===== config.mk =====
export PLATFORM = sky130hd
export DESIGN_NAME = e1_natbit_rx
export DESIGN_NICKNAME = d
export VERILOG_FILES = /design/src/rtl/e1nb_pkg.sv /design/src/rtl/e1nb_capture.sv /design/src/rtl/e1nb_dlink.sv /design/src/rtl/e1nb_rdmux.sv /design/src/rtl/e1_natbit_rx.sv
export SDC_FILE = /design/constraint.sdc
export NUM_CORES = 1
export LEC_CHECK = 0
export ABC_AREA = 1
export ABC_CLOCK_PERIOD_IN_PS = 1600
export BUFFER_PORTS_ARGS = -buffer_cell sky130_fd_sc_hd__buf_2
export CORE_MARGIN = 2
export CORE_UTILIZATION = 29
export DETAILED_ROUTE_END_ITERATION = 16
export GPL_TIMING_DRIVEN = 0
export PLACE_DENSITY = 0.55
export SLEW_MARGIN = 5
export SYNTH_ARGS = -nofsm -noshare
export SYNTH_HDL_FRONTEND = slang
export SYNTH_HIERARCHICAL = 1
export SYNTH_SLANG_ARGS = --single-unit

===== constraint.sdc =====
create_clock -name clk -period 1.6 [get_ports clk]
set_input_delay 0 -clock clk [delete_from_list [all_inputs] [get_ports clk]]
set_output_delay 0 -clock clk [all_outputs]
set_load 0.01 [all_outputs]

===== src/rtl/e1nb_pkg.sv =====
`timescale 1ns/1ps
package e1nb_pkg;
    localparam int SA_N   = 5;
    localparam int MF_LEN = 16;
    localparam int ODD_N  = MF_LEN / 2;
    localparam int FN_W   = $clog2(MF_LEN);
    localparam int IDX_W  = $clog2(ODD_N);
    localparam int ADDR_W = 3;
    localparam int BYTE_W = 8;

    typedef enum logic {CAP_HUNT, CAP_FILL} cap_state_t;
    typedef enum logic {DL_LOW, DL_HIGH}    dl_state_t;

    // Sa(4+k) sits at channel-zero bit 4+k, where bit 1 is the MSB.
    function automatic logic [SA_N-1:0] sa_of(input logic [BYTE_W-1:0] b);
        logic [SA_N-1:0] r;
        for (int k = 0; k < SA_N; k++) r[k] = b[BYTE_W-4-k];
        return r;
    endfunction
endpackage


===== src/rtl/e1nb_capture.sv =====
`timescale 1ns/1ps
module e1nb_capture
    import e1nb_pkg::*;
(
    input  logic                   clk,
    input  logic                   rst_n,
    input  logic                   ts0_valid,
    input  logic [BYTE_W-1:0]      ts0_byte,
    input  logic [FN_W-1:0]        mf_frame,
    input  logic                   stat_rd,
    input  logic                   irq_mask,
    output logic [ODD_N-1:0]       pub [SA_N],
    output logic                   mf_stat,
    output logic                   irq
);
    cap_state_t        state_q, state_d;
    logic [ODD_N-1:0]  store_q [SA_N];
    logic [SA_N-1:0]   sa_now;
    logic [IDX_W-1:0]  slot;
    logic              odd_hit, mf_start;

    assign sa_now   = sa_of(ts0_byte);
    assign slot     = mf_frame[FN_W-1:1];
    assign odd_hit  = ts0_valid && mf_frame[0];
    assign mf_start = ts0_valid && (mf_frame == '0);

    always_comb begin
        state_d = state_q;
        unique case (state_q)
            CAP_HUNT: if (mf_start) state_d = CAP_FILL;   // ALIGN
            CAP_FILL: state_d = CAP_FILL;                 // PUBLISH on mf_start
        endcase
    end

    always_ff @(posedge clk) begin
        if (!rst_n) state_q <= CAP_HUNT;
        else        state_q <= state_d;
    end

    always_ff @(posedge clk) begin
        if (!rst_n) begin
            for (int k = 0; k < SA_N; k++) begin
                store_q[k] <= '0;
                pub[k]     <= '0;
            end
            mf_stat <= 1'b0;
        end else begin
            if (state_q == CAP_FILL && odd_hit) begin
                for (int k = 0; k < SA_N; k++) store_q[k][slot] <= sa_now[k];
            end
            if (state_q == CAP_FILL && mf_start) begin
                for (int k = 0; k < SA_N; k++) pub[k] <= store_q[k];
            end
            if (mf_start)     mf_stat <= 1'b1;
            else if (stat_rd) mf_stat <= 1'b0;
        end
    end

    assign irq = mf_stat && !irq_mask;
endmodule


===== src/rtl/e1nb_dlink.sv =====
`timescale 1ns/1ps
module e1nb_dlink
    import e1nb_pkg::*;
#(
    parameter int HALF_DIV = 25000
) (
    input  logic            clk,
    input  logic            rst_n,
    input  logic            odd_hit,
    input  logic [SA_N-1:0] sa_now,
    input  logic [SA_N-1:0] dl_sel,
    output logic            dl_clk,
    output logic            dl_data
);
    localparam int CW = (HALF_DIV > 2) ? $clog2(HALF_DIV) : 1;
    localparam logic [CW-1:0] LAST = CW'(HALF_DIV - 1);

    dl_state_t state_q, state_d;
    logic [CW-1:0] cnt_q;
    logic          phase_end, fall, pend_q;

    assign phase_end = (cnt_q == LAST);
    assign fall      = (state_q == DL_HIGH) && phase_end;

    always_comb begin
        state_d = state_q;
        unique case (state_q)
            DL_LOW:  if (phase_end) state_d = DL_HIGH;   // RISE
            DL_HIGH: if (phase_end) state_d = DL_LOW;    // FALL
        endcase
    end

    always_ff @(posedge clk) begin
        if (!rst_n) begin
            state_q <= DL_LOW;
            cnt_q   <= '0;
        end else begin
            state_q <= state_d;
            cnt_q   <= phase_end ? '0 : cnt_q + 1'b1;
        end
    end

    always_ff @(posedge clk) begin
        if (!rst_n) begin
            pend_q  <= 1'b0;
            dl_data <= 1'b0;
        end else begin
            if (odd_hit) pend_q  <= |(sa_now & dl_sel);
            if (fall)    dl_data <= pend_q;
        end
    end

    assign dl_clk = (state_q == DL_HIGH);
endmodule


===== src/rtl/e1nb_rdmux.sv =====
`timescale 1ns/1ps
module e1nb_rdmux
    import e1nb_pkg::*;
(
    input  logic [ODD_N-1:0]  pub [SA_N],
    input  logic [ADDR_W-1:0] buf_addr,
    output logic [BYTE_W-1:0] buf_data
);
    logic [BYTE_W-1:0] term [SA_N];

    for (genvar gk = 0; gk < SA_N; gk++) begin : g_term
        assign term[gk] = (buf_addr == ADDR_W'(gk)) ? BYTE_W'(pub[gk]) : '0;
    end

    always_comb begin
        buf_data = '0;
        for (int k = 0; k < SA_N; k++) buf_data = buf_data | term[k];
    end
endmodule


===== src/rtl/e1_natbit_rx.sv =====
`timescale 1ns/1ps
module e1_natbit_rx
    import e1nb_pkg::*;
#(
    parameter int HALF_DIV = 25000
) (
    input  logic        clk,
    input  logic        rst_n,
    input  logic        ts0_valid,
    input  logic [7:0]  ts0_byte,
    input  logic [3:0]  mf_frame,
    input  logic [4:0]  dl_sel,
    input  logic        irq_mask,
    input  logic        stat_rd,
    input  logic [2:0]  buf_addr,
    output logic [7:0]  buf_data,
    output logic        mf_stat,
    output logic        irq,
    output logic        dl_clk,
    output logic        dl_data
);
    logic [ODD_N-1:0]      pub [SA_N];
    logic [SA_N*ODD_N-1:0] pub_flat;

    e1nb_capture u_cap (
        .clk(clk), .rst_n(rst_n), .ts0_valid(ts0_valid), .ts0_byte(ts0_byte),
        .mf_frame(mf_frame), .stat_rd(stat_rd), .irq_mask(irq_mask),
        .pub(pub), .mf_stat(mf_stat), .irq(irq)
    );

    e1nb_dlink #(.HALF_DIV(HALF_DIV)) u_dl (
        .clk(clk), .rst_n(rst_n), .odd_hit(ts0_valid && mf_frame[0]),
        .sa_now(sa_of(ts0_byte)), .dl_sel(dl_sel),
        .dl_clk(dl_clk), .dl_data(dl_data)
    );

    e1nb_rdmux u_mux (.pub(pub), .buf_addr(buf_addr), .buf_data(buf_data));

    for (genvar gk = 0; gk < SA_N; gk++) begin : g_flat
        assign pub_flat[gk*ODD_N +: ODD_N] = pub[gk];
    end
endmodule


Word-level counts from Yosys, hierarchy flattened. Memory sizes are Yosys's and may differ from the RTL's. A register that Yosys moved wholly into a read port is not among the register bits. Cells that the tools add are included.

Word-level logic and storage cells: 139. Bits in registers: 20. Memory bits (writable): 40. Output and inout bits: 12. Input port bits: 25. Memories kept: 1.

Magnitude comparators: 2. Equality and inequality tests: 5. Add/subtract/negate cells: 1. Bitwise gates (word level): 48. Reduce and logical (&&, ||, !) cells: 18. Mux-type cells: 58.

Memories: u_cap.store_q (depth 5, bits a word 8, rd ports 5, clocked after memory_dff 5, wr ports 5, line e1nb_capture.sv:17) `logic [ODD_N-1:0] store_q [SA_N];`.

Operator list (number): 1-bit 2-to-1 mux (49); 8-bit 2-to-1 mux (6); 1-bit bitwise OR (40); 8-bit bitwise OR (4); 15-bit by 1-bit adder with 15-bit output (second input constant) (1); 15-bit == test (second input constant) (1); 1-bit logical AND (7); 3-bit by 2-bit == test with 1-bit output (second input constant) (2); 1-bit zero test (6); 5-bit AND (1); 5-bit OR reduction (1); 4-bit zero test (1); 3-bit by 4-bit < comparator with 1-bit output (second input constant) (1); 1-bit one-hot mux with 2 select lines (2); 1-bit demux with 3-bit select (1); 3-bit by 1-bit == test with 1-bit output (second input constant) (1); 3-bit == test (second input constant) (1); 3-bit by 1-bit greater-or-equal comparator with 1-bit output (second input constant) (1); 3-bit zero test (1); 1-bit NOT (3); 2-bit nonzero test (1); 2-bit OR reduction (1).

Longest topological paths before layout. Gate-level depths: netlist (run 1).

Depth after elaboration: 6. Gate-level depth with buffers: 9. Gate-level depth less buffers: 8.

Cells and area by module. The synthesis (run 1) kept the hierarchy.

Modules (own cells, without submodules): e1nb_capture (sequential area each 2042.0 um^2, area each 3091.7 um^2, cells an instance 335, times used 1); e1nb_dlink (sequential area each 360.3 um^2, area each 928.4 um^2, cells an instance 135, times used 1); e1nb_rdmux (sequential area each 0.0 um^2, area each 583.1 um^2, cells an instance 99, times used 1); e1_natbit_rx (sequential area each 0.0 um^2, area each 7.5 um^2, cells an instance 2, times used 1).

Worst setup path before layout (run 1). No wires, ideal clock.

Path type: flip-flop to flip-flop. Start point: reg u_cap.state_q. End point: mem u_cap/store_q[0][12] (netlist name), enable pin. Data required time: 1.224 ns. Period minus slack after synthesis: 1.570 ns. Stages on the path, launching flop included: 4. Buffers on the path: 1. Data arrival time: 1.193 ns. Setup slack: 0.030 ns. Setup time: 0.376 ns. Cells stage by stage: dfxtp_1 -> nand4_1 -> buf_2 -> o31ai_1.

RTL lines: start: declaration (line e1nb_capture.sv:16) `cap_state_t state_q, state_d;`; start signal: assignment (line e1nb_capture.sv:37) `else state_q <= state_d;`; end: declaration (line e1nb_capture.sv:17).

==> flow_metrics.tcl, run 1 <==
set metrics [dict create \
    io_pins 37 \
    irDropWorstVdd_mv 0.646 \
    grt_pass1_vias 3295 \
    layout-drive-gt1-share 0.191 \
    start_util 0.293 \
    totalPowerFinal_mw 5.09 \
    hold_path.class "input port to register" \
    synth.net_count 598 \
    final_cell_area_sq_mm 0.00560 \
    ys_seq_area_frac 0.521 \
    dieArea_sq_mm 0.0169 \
    slew_viol_final 0 \
    yosys.cell_types.count 35 \
    drt_first_pass_iters 5 \
    grtUsageTotal 0.131 \
    busiest_layer "met2" \
    placed_cell_area_sq_mm 0.00504 \
    worstPathArrival_ps 1590 \
    power.leakage_nw 2.54 \
    maxCapViolCount 0 \
    dp_hpwl_mm 7.76 \
    yosysWarnings 6 \
    crit_required_ps 1650 \
    overflow 0 \
    synth_top_family_by_area "simple AND/OR/NAND/NOR gates" \
    syn_inst 571 \
    layout_commonest_cell "nand2_1" \
    synth_flop_cell "dfxtp_1" \
    endpoint_kind "register" \
    slew_headroom 0.353 \
    layout.nets 656 \
    synth_compound_area_frac 0.0299 \
    ys_seq_elements 100 \
    fin_crit_sh 0.959 \
    met3_usage 0.0299 \
    gp_congestion 0.735 \
    synthSimpleGateAreaFrac 0.323 \
    drt-total-wl_mm 10.5 \
    syn_area_sq_mm 0.00461 \
    cts.clk_slew.worst_paths_ps 70 \
    clock_path_buffers 2 \
    cts_buffers 9 \
    worstMarginPinSlew_ps 970 \
    htreeDepth 3 \
    final.setup_skew_ps 7.82 \
    cts_root_buf "clkbuf_16" \
    synthToLayoutAreaGrowth_pct 21.4 \
    outcome "finished clean" \
    syn_area_per_cell_sq_um 8.07 \
    post_drt_wl_per_cell_microns 12.4 \
    whs_ps 18.4 \
    holdPathEnd "u_dl/pend_q" \
    coreArea_sq_mm 0.0157 \
    vias 3578 \
    synth_xor_area_frac 0.00760 \
    portBuffers 31 \
    fin_crit_ps 1530 \
    setup_tns_ps 0 \
    viasPerCell 4.21 \
    synth_fa_ha_area_frac 0.00543 \
    clock_insertion_delay_worst_skew_ps 340 \
    synth_edf_count 40 \
    powerDensity_mw_per_mm2 909 \
    diodes 0 \
    setup_violations 0 \
    fp-row-count 46 \
    hp-start "dl_sel[2]" \
    antenna_found_initial 0 \
    most-common-layout-cells "nand2_1, nor2_1, inv_1" \
    drtAntennaViolNets 0 \
    worst-path-max-fanout 5 \
    critPathKind "register to register" \
    fmax_mhz 652 \
    start_kind "register" \
    drt_iter0_markers 193 \
    hold_depth 5 \
    async_flop_share 0 \
    r2r_start "u_cap/state_q" \
    clkSinkCount 100 \
    drc 0 \
    die_y_microns 130 \
    grt_max_degree 18 \
    global_route.usage.met1 0.158 \
    ff2ff_path_depth 5 \
    timing.rr.end "u_cap/store_q[0][29]" \
    pre_cts_ws_ps -639 \
    gr-usage-met2 0.222 \
    die_x_microns 130 \
    r2r_slack_ps 70 \
    synth_mux_area_frac 0 \
    finalHoldViolations 0 \
    fin_ws_ps 65.7 \
    grt_pass1_wl_mm 16.7 \
    cts_tree "done" \
]
==> final cells by class <==
cell class | count | area (sq um)
Buffer | 22 | 185
Sequential cell | 100 | 2400
Fill cell | 1621 | 10100
Multi-Input combinational cell | 362 | 1790
Inverter | 86 | 333
Clock inverter | 5 | 40.0
Clock buffer | 11 | 254
Timing Repair Buffer | 48 | 319
Tap cell | 216 | 270
==> through the flow <==
stage,utilization,cells
6_report,0.356,850
2_1_floorplan,-,571
4_1_cts,0.353,848
3_5_place_dp,0.321,818
5_1_grt,0.356,850
3_3_place_gp,0.321,818
==> sequential cells by signal (all words and copies together) (netlist names) <==
register / count
u_cap/pub: 40
u_dl/cnt_q: 15
u_cap/mf_stat: 1
u_cap/store_q: 40
u_dl/dl_data: 1
u_dl/dl_clk: 1
u_cap/state_q: 1
u_dl/pend_q: 1
==> layer usage <==
metal	wire, microns	vias up
met5	0	-
met4	271	0
met3	465	18
met2	5120	80
met1	4690	1588
li1	-	1892
==> worst max-delay path, cell delays in order (launching register included) <==
cell and delay, ps:
dfxtp_2 330, nand4_1 140, buf_4 180, buf_2 160, o31ai_4 250, buf_4 180
==> worst max-delay path by stage <==
| stage | start | to | slack, ps | cells past startpoint |
|---|---|---|---|---|
| 3_3_place_gp | u_cap/state_q | u_cap/store_q[0][29] | -620 | 3 |
| 3_5_place_dp | u_cap/state_q | u_cap/store_q[0][29] | -640 | 3 |
| 4_1_cts | u_cap/state_q | u_cap/store_q[0][34] | -100 | 2 |
| 6_report | u_cap/state_q | u_cap/store_q[0][29] | 70 | 5 |
| 5_1_grt | u_cap/state_q | u_cap/store_q[0][29] | -3 | 5 |
| 2_1_floorplan | u_cap/state_q | u_cap/store_q[0][12] | 30 | 3 |
==> kinds of logic (layout without fill, tap and decap cells) <==
logic type,Yosys count,count (layout)
buffers and inverters,109,172
AOI/OAI and AO/OA,23,23
xor gates and xnor gates,4,4
and+or+nand+nor,333,333
DFF,100,100
adders and majority gates,2,2
==> power by group <==
part	internal [mW]	total, mW	switching [mW]
Combinational	0.103	0.280	0.177
Sequential	2.69	2.71	0.0174
Clock	1.17	2.11	0.940
==> Yosys cell counts, types with 2 or more instances <==
master,n,area share
nand2_1,142,0.12
nor2_1,123,0.10
inv_1,81,0.066
dfxtp_1,60,0.26
edfxtp_1,40,0.26
nand4_1,25,0.034
nand3_1,14,0.015
nand3_2,10,0.022
a21oi_1,9,0.0098
nand2_2,8,0.011
buf_2,7,0.0076
buf_6,6,0.015
o31ai_1,6,0.0098
o21ai_0,5,0.0054
clkbuf_1,4,0.0033
nor2_4,4,0.0098
buf_4,3,0.0049
xnor2_1,3,0.0057
buf_8,2,0.0065
clkinv_1,2,0.0016
ha_1,2,0.0054
nor2_2,2,0.0027
==> timing repair <==
item | 4_1_cts | 5_1_grt
pin swaps | 4 | 3
endpoints found under the hold margin | 4 | 0
resized for setup | 20 | 5
setup endpoints to repair | 40 | 58
buffers inserted | 9 | 3
gates cloned | 1 | 0
hold buffers | 4 | 0
(Power assumes the default switching activity.)
==> inputs of run 2 (changes only) <==
--- a/config.mk
+++ b/config.mk
@@ -8,7 +8,6 @@
 export ABC_AREA = 1
 export ABC_CLOCK_PERIOD_IN_PS = 1600
 export BUFFER_PORTS_ARGS = -buffer_cell sky130_fd_sc_hd__buf_2
-export CORE_MARGIN = 2
 export CORE_UTILIZATION = 29
 export DETAILED_ROUTE_END_ITERATION = 16
 export GPL_TIMING_DRIVEN = 0
==> run 2 against run 1 <==
Critical path depth unchanged. Setup slack better by 5.6 ps. Clock power about the same. Register-to-register slack about the same. Sequential power about the same.
==> flow_metrics.tcl, run 2 (synthesized netlist as in run 1, its figures left out) <==
set metrics [dict create \
    global_route.usage.met1 0.173 \
    slew_viol_final 0 \
    cts_root_buf "clkbuf_16" \
    powerDensity_mw_per_mm2 917 \
    busiest_layer "met2" \
    r2r_slack_ps 70 \
    cts_buffers 9 \
    path_depth 5 \
    crit_required_ps 1660 \
    portBuffers 31 \
    layout-drive-gt1-share 0.172 \
    die_y_microns 128 \
    layout.nets 655 \
    clkSinkCount 100 \
    drt_first_pass_iters 4 \
    die_x_microns 128 \
    regArea_sq_mm 0.00240 \
    power.leakage_nw 2.51 \
    antenna_found_initial 0 \
    dp_hpwl_mm 7.49 \
    grt_max_degree 16 \
    post-place-cells 813 \
    finalHoldViolations 0 \
    vias 3559 \
    setup_violations 0 \
    post_drt_wl_per_cell_microns 12.1 \
    fin_crit_ps 1530 \
    fillCellCount 1583 \
    critPathKind "register to register" \
    multi_input_area_sq_mm 0.00179 \
    worstPathArrival_ps 1590 \
    drt_iter0_markers 179 \
    cts_tree "done" \
    irDropWorstVdd_mv 0.511 \
    reg_top3 "u_cap/pub (40), u_cap/store_q (40), u_dl/cnt_q (15)" \
    htreeDepth 3 \
    crit_path_cell_trace "nand4_1 -> buf_4 -> buf_6 -> o31ai_4 -> buf_4" \
    overflow 0 \
    worstMarginPinSlew_ps 970 \
    final.setup_skew_ps 8.29 \
    fin_crit_sh 0.955 \
    endpoint_kind "register" \
    most-common-layout-cells "nand2_1, nor2_1, inv_1" \
    slew_headroom 0.354 \
    dieArea_sq_mm 0.0164 \
    grtUsageTotal 0.137 \
    clock_path_buffers 2 \
    drt-total-wl_mm 10.2 \
    outcome "finished clean" \
    crit_family "buffers and inverters" \
    slowest_stage "dfxtp_2" \
    critPathMaxStageDelay_ps 360 \
    clock_insertion_delay_worst_skew_ps 350 \
    totalPowerFinal_mw 5.10 \
    coreArea_sq_mm 0.0154 \
    gr-usage-met2 0.218 \
    rsz0062_at_grt "false" \
    start_kind "register" \
    fin_ws_ps 71.3 \
    crit_buf_inv 3 \
    fp-row-count 45 \
    timing.rr.end "u_cap/store_q[0][5]" \
    layout_commonest_cell "nand2_1" \
    worst-path-max-fanout 10 \
    maxCapViolCount 0 \
    start_util 0.300 \
    critPathCapture "u_cap/store_q[0][5]" \
    final_cell_count_no_fill 844 \
    gp_congestion 0.858 \
    timing.critical_path.mode_cell "buf_4" \
    r2r_start "u_cap/state_q" \
    drtAntennaViolNets 0 \
    pre_cts_ws_ps -593 \
    io_pins 37 \
    grt_pass1_wl_mm 17.1 \
    drc 0 \
    synthToLayoutAreaGrowth_pct 20.7 \
    met3_usage 0.0371 \
    crit_path_start "u_cap/state_q" \
    diodes 0 \
    ff2ff_path_depth 5 \
    cts.clk_slew.worst_paths_ps 60 \
    fmax_mhz 654 \
    viasPerCell 4.22 \
    final_util 0.362 \
    hold_path.class "input port to register" \
    grt_pass1_vias 3469 \
]
==> run 2: what timing repair did <==
| item | CTS | global route |
|---|---|---|
| hold endpoints to repair | 4 | 0 |
| hold buffers | 10 | 0 |
| gates cloned | 0 | 0 |
| gates resized for setup | 17 | 5 |
| pin swaps | 2 | 1 |
| setup endpoints to repair | 40 | 55 |
| setup buffers | 3 | 2 |
==> run 2: stage by stage <==
| step | instance area (sq um) | hold slack (ps) | setup TNS [ps] |
|---|---|---|---|
| after floorplan | 4610 | 47.5 | 0 |
| after detailed placement | 5030 | 232 | -17430 |
| after CTS | 5530 | 10.6 | 0 |
| after global placement | 5030 | 229 | -15420 |
| final | 5560 | 14.0 | 0 |
| after global routing | 5560 | 25.9 | 0 |
==> run 2: metal layers <==
metal / up-vias / part of all wire
li1: 1889 / -
met1: 1594 / 0.48
met2: 61 / 0.45
met3: 15 / 0.043
met4: 0 / 0.026
met5: - / 0
==> run 2: worst min-delay path by stage <==
| stage | cells past startpoint | slack, ps | start | to |
|---|---|---|---|---|
| 2_1_floorplan | 1 | 50 | irq_mask | irq |
| 3_3_place_gp | 3 | 230 | irq_mask | irq |
| 3_5_place_dp | 3 | 230 | irq_mask | irq |
| 4_1_cts | 3 | 10 | ts0_valid | u_cap/mf_stat |
| 5_1_grt | 3 | 30 | ts0_valid | u_cap/state_q |
| 6_report | 3 | 10 | ts0_valid | u_cap/state_q |
==> run 2: power by group <==
part,internal [mW],total (mW),leakage (nW),switching (mW)
combinational,0.103,0.271,1.48,0.168
clock,1.22,2.12,0.134,0.904
sequential,2.69,2.71,0.898,0.0177
==> run 2: layout make-up <==
| class | count | share of cell area |
|---|---|---|
| tap | 211 | 0.0474 |
| sequential | 100 | 0.432 |
| clock buffer | 13 | 0.0432 |
| multi-input combinational | 362 | 0.321 |
| buffer | 23 | 0.0353 |
| inverter | 86 | 0.0598 |
| timing repair buffer | 46 | 0.0526 |
| clock inverter | 3 | 0.00832 |
==> run 2: worst reg2reg max path, delay by kind of cell (launching register included) <==
| kind | cells | cell delay (ps) |
|---|---|---|
| buf+inv | 3 | 550 |
| simple gates | 1 | 110 |
| flops | 1 | 360 |
| compound gates | 1 | 240 |
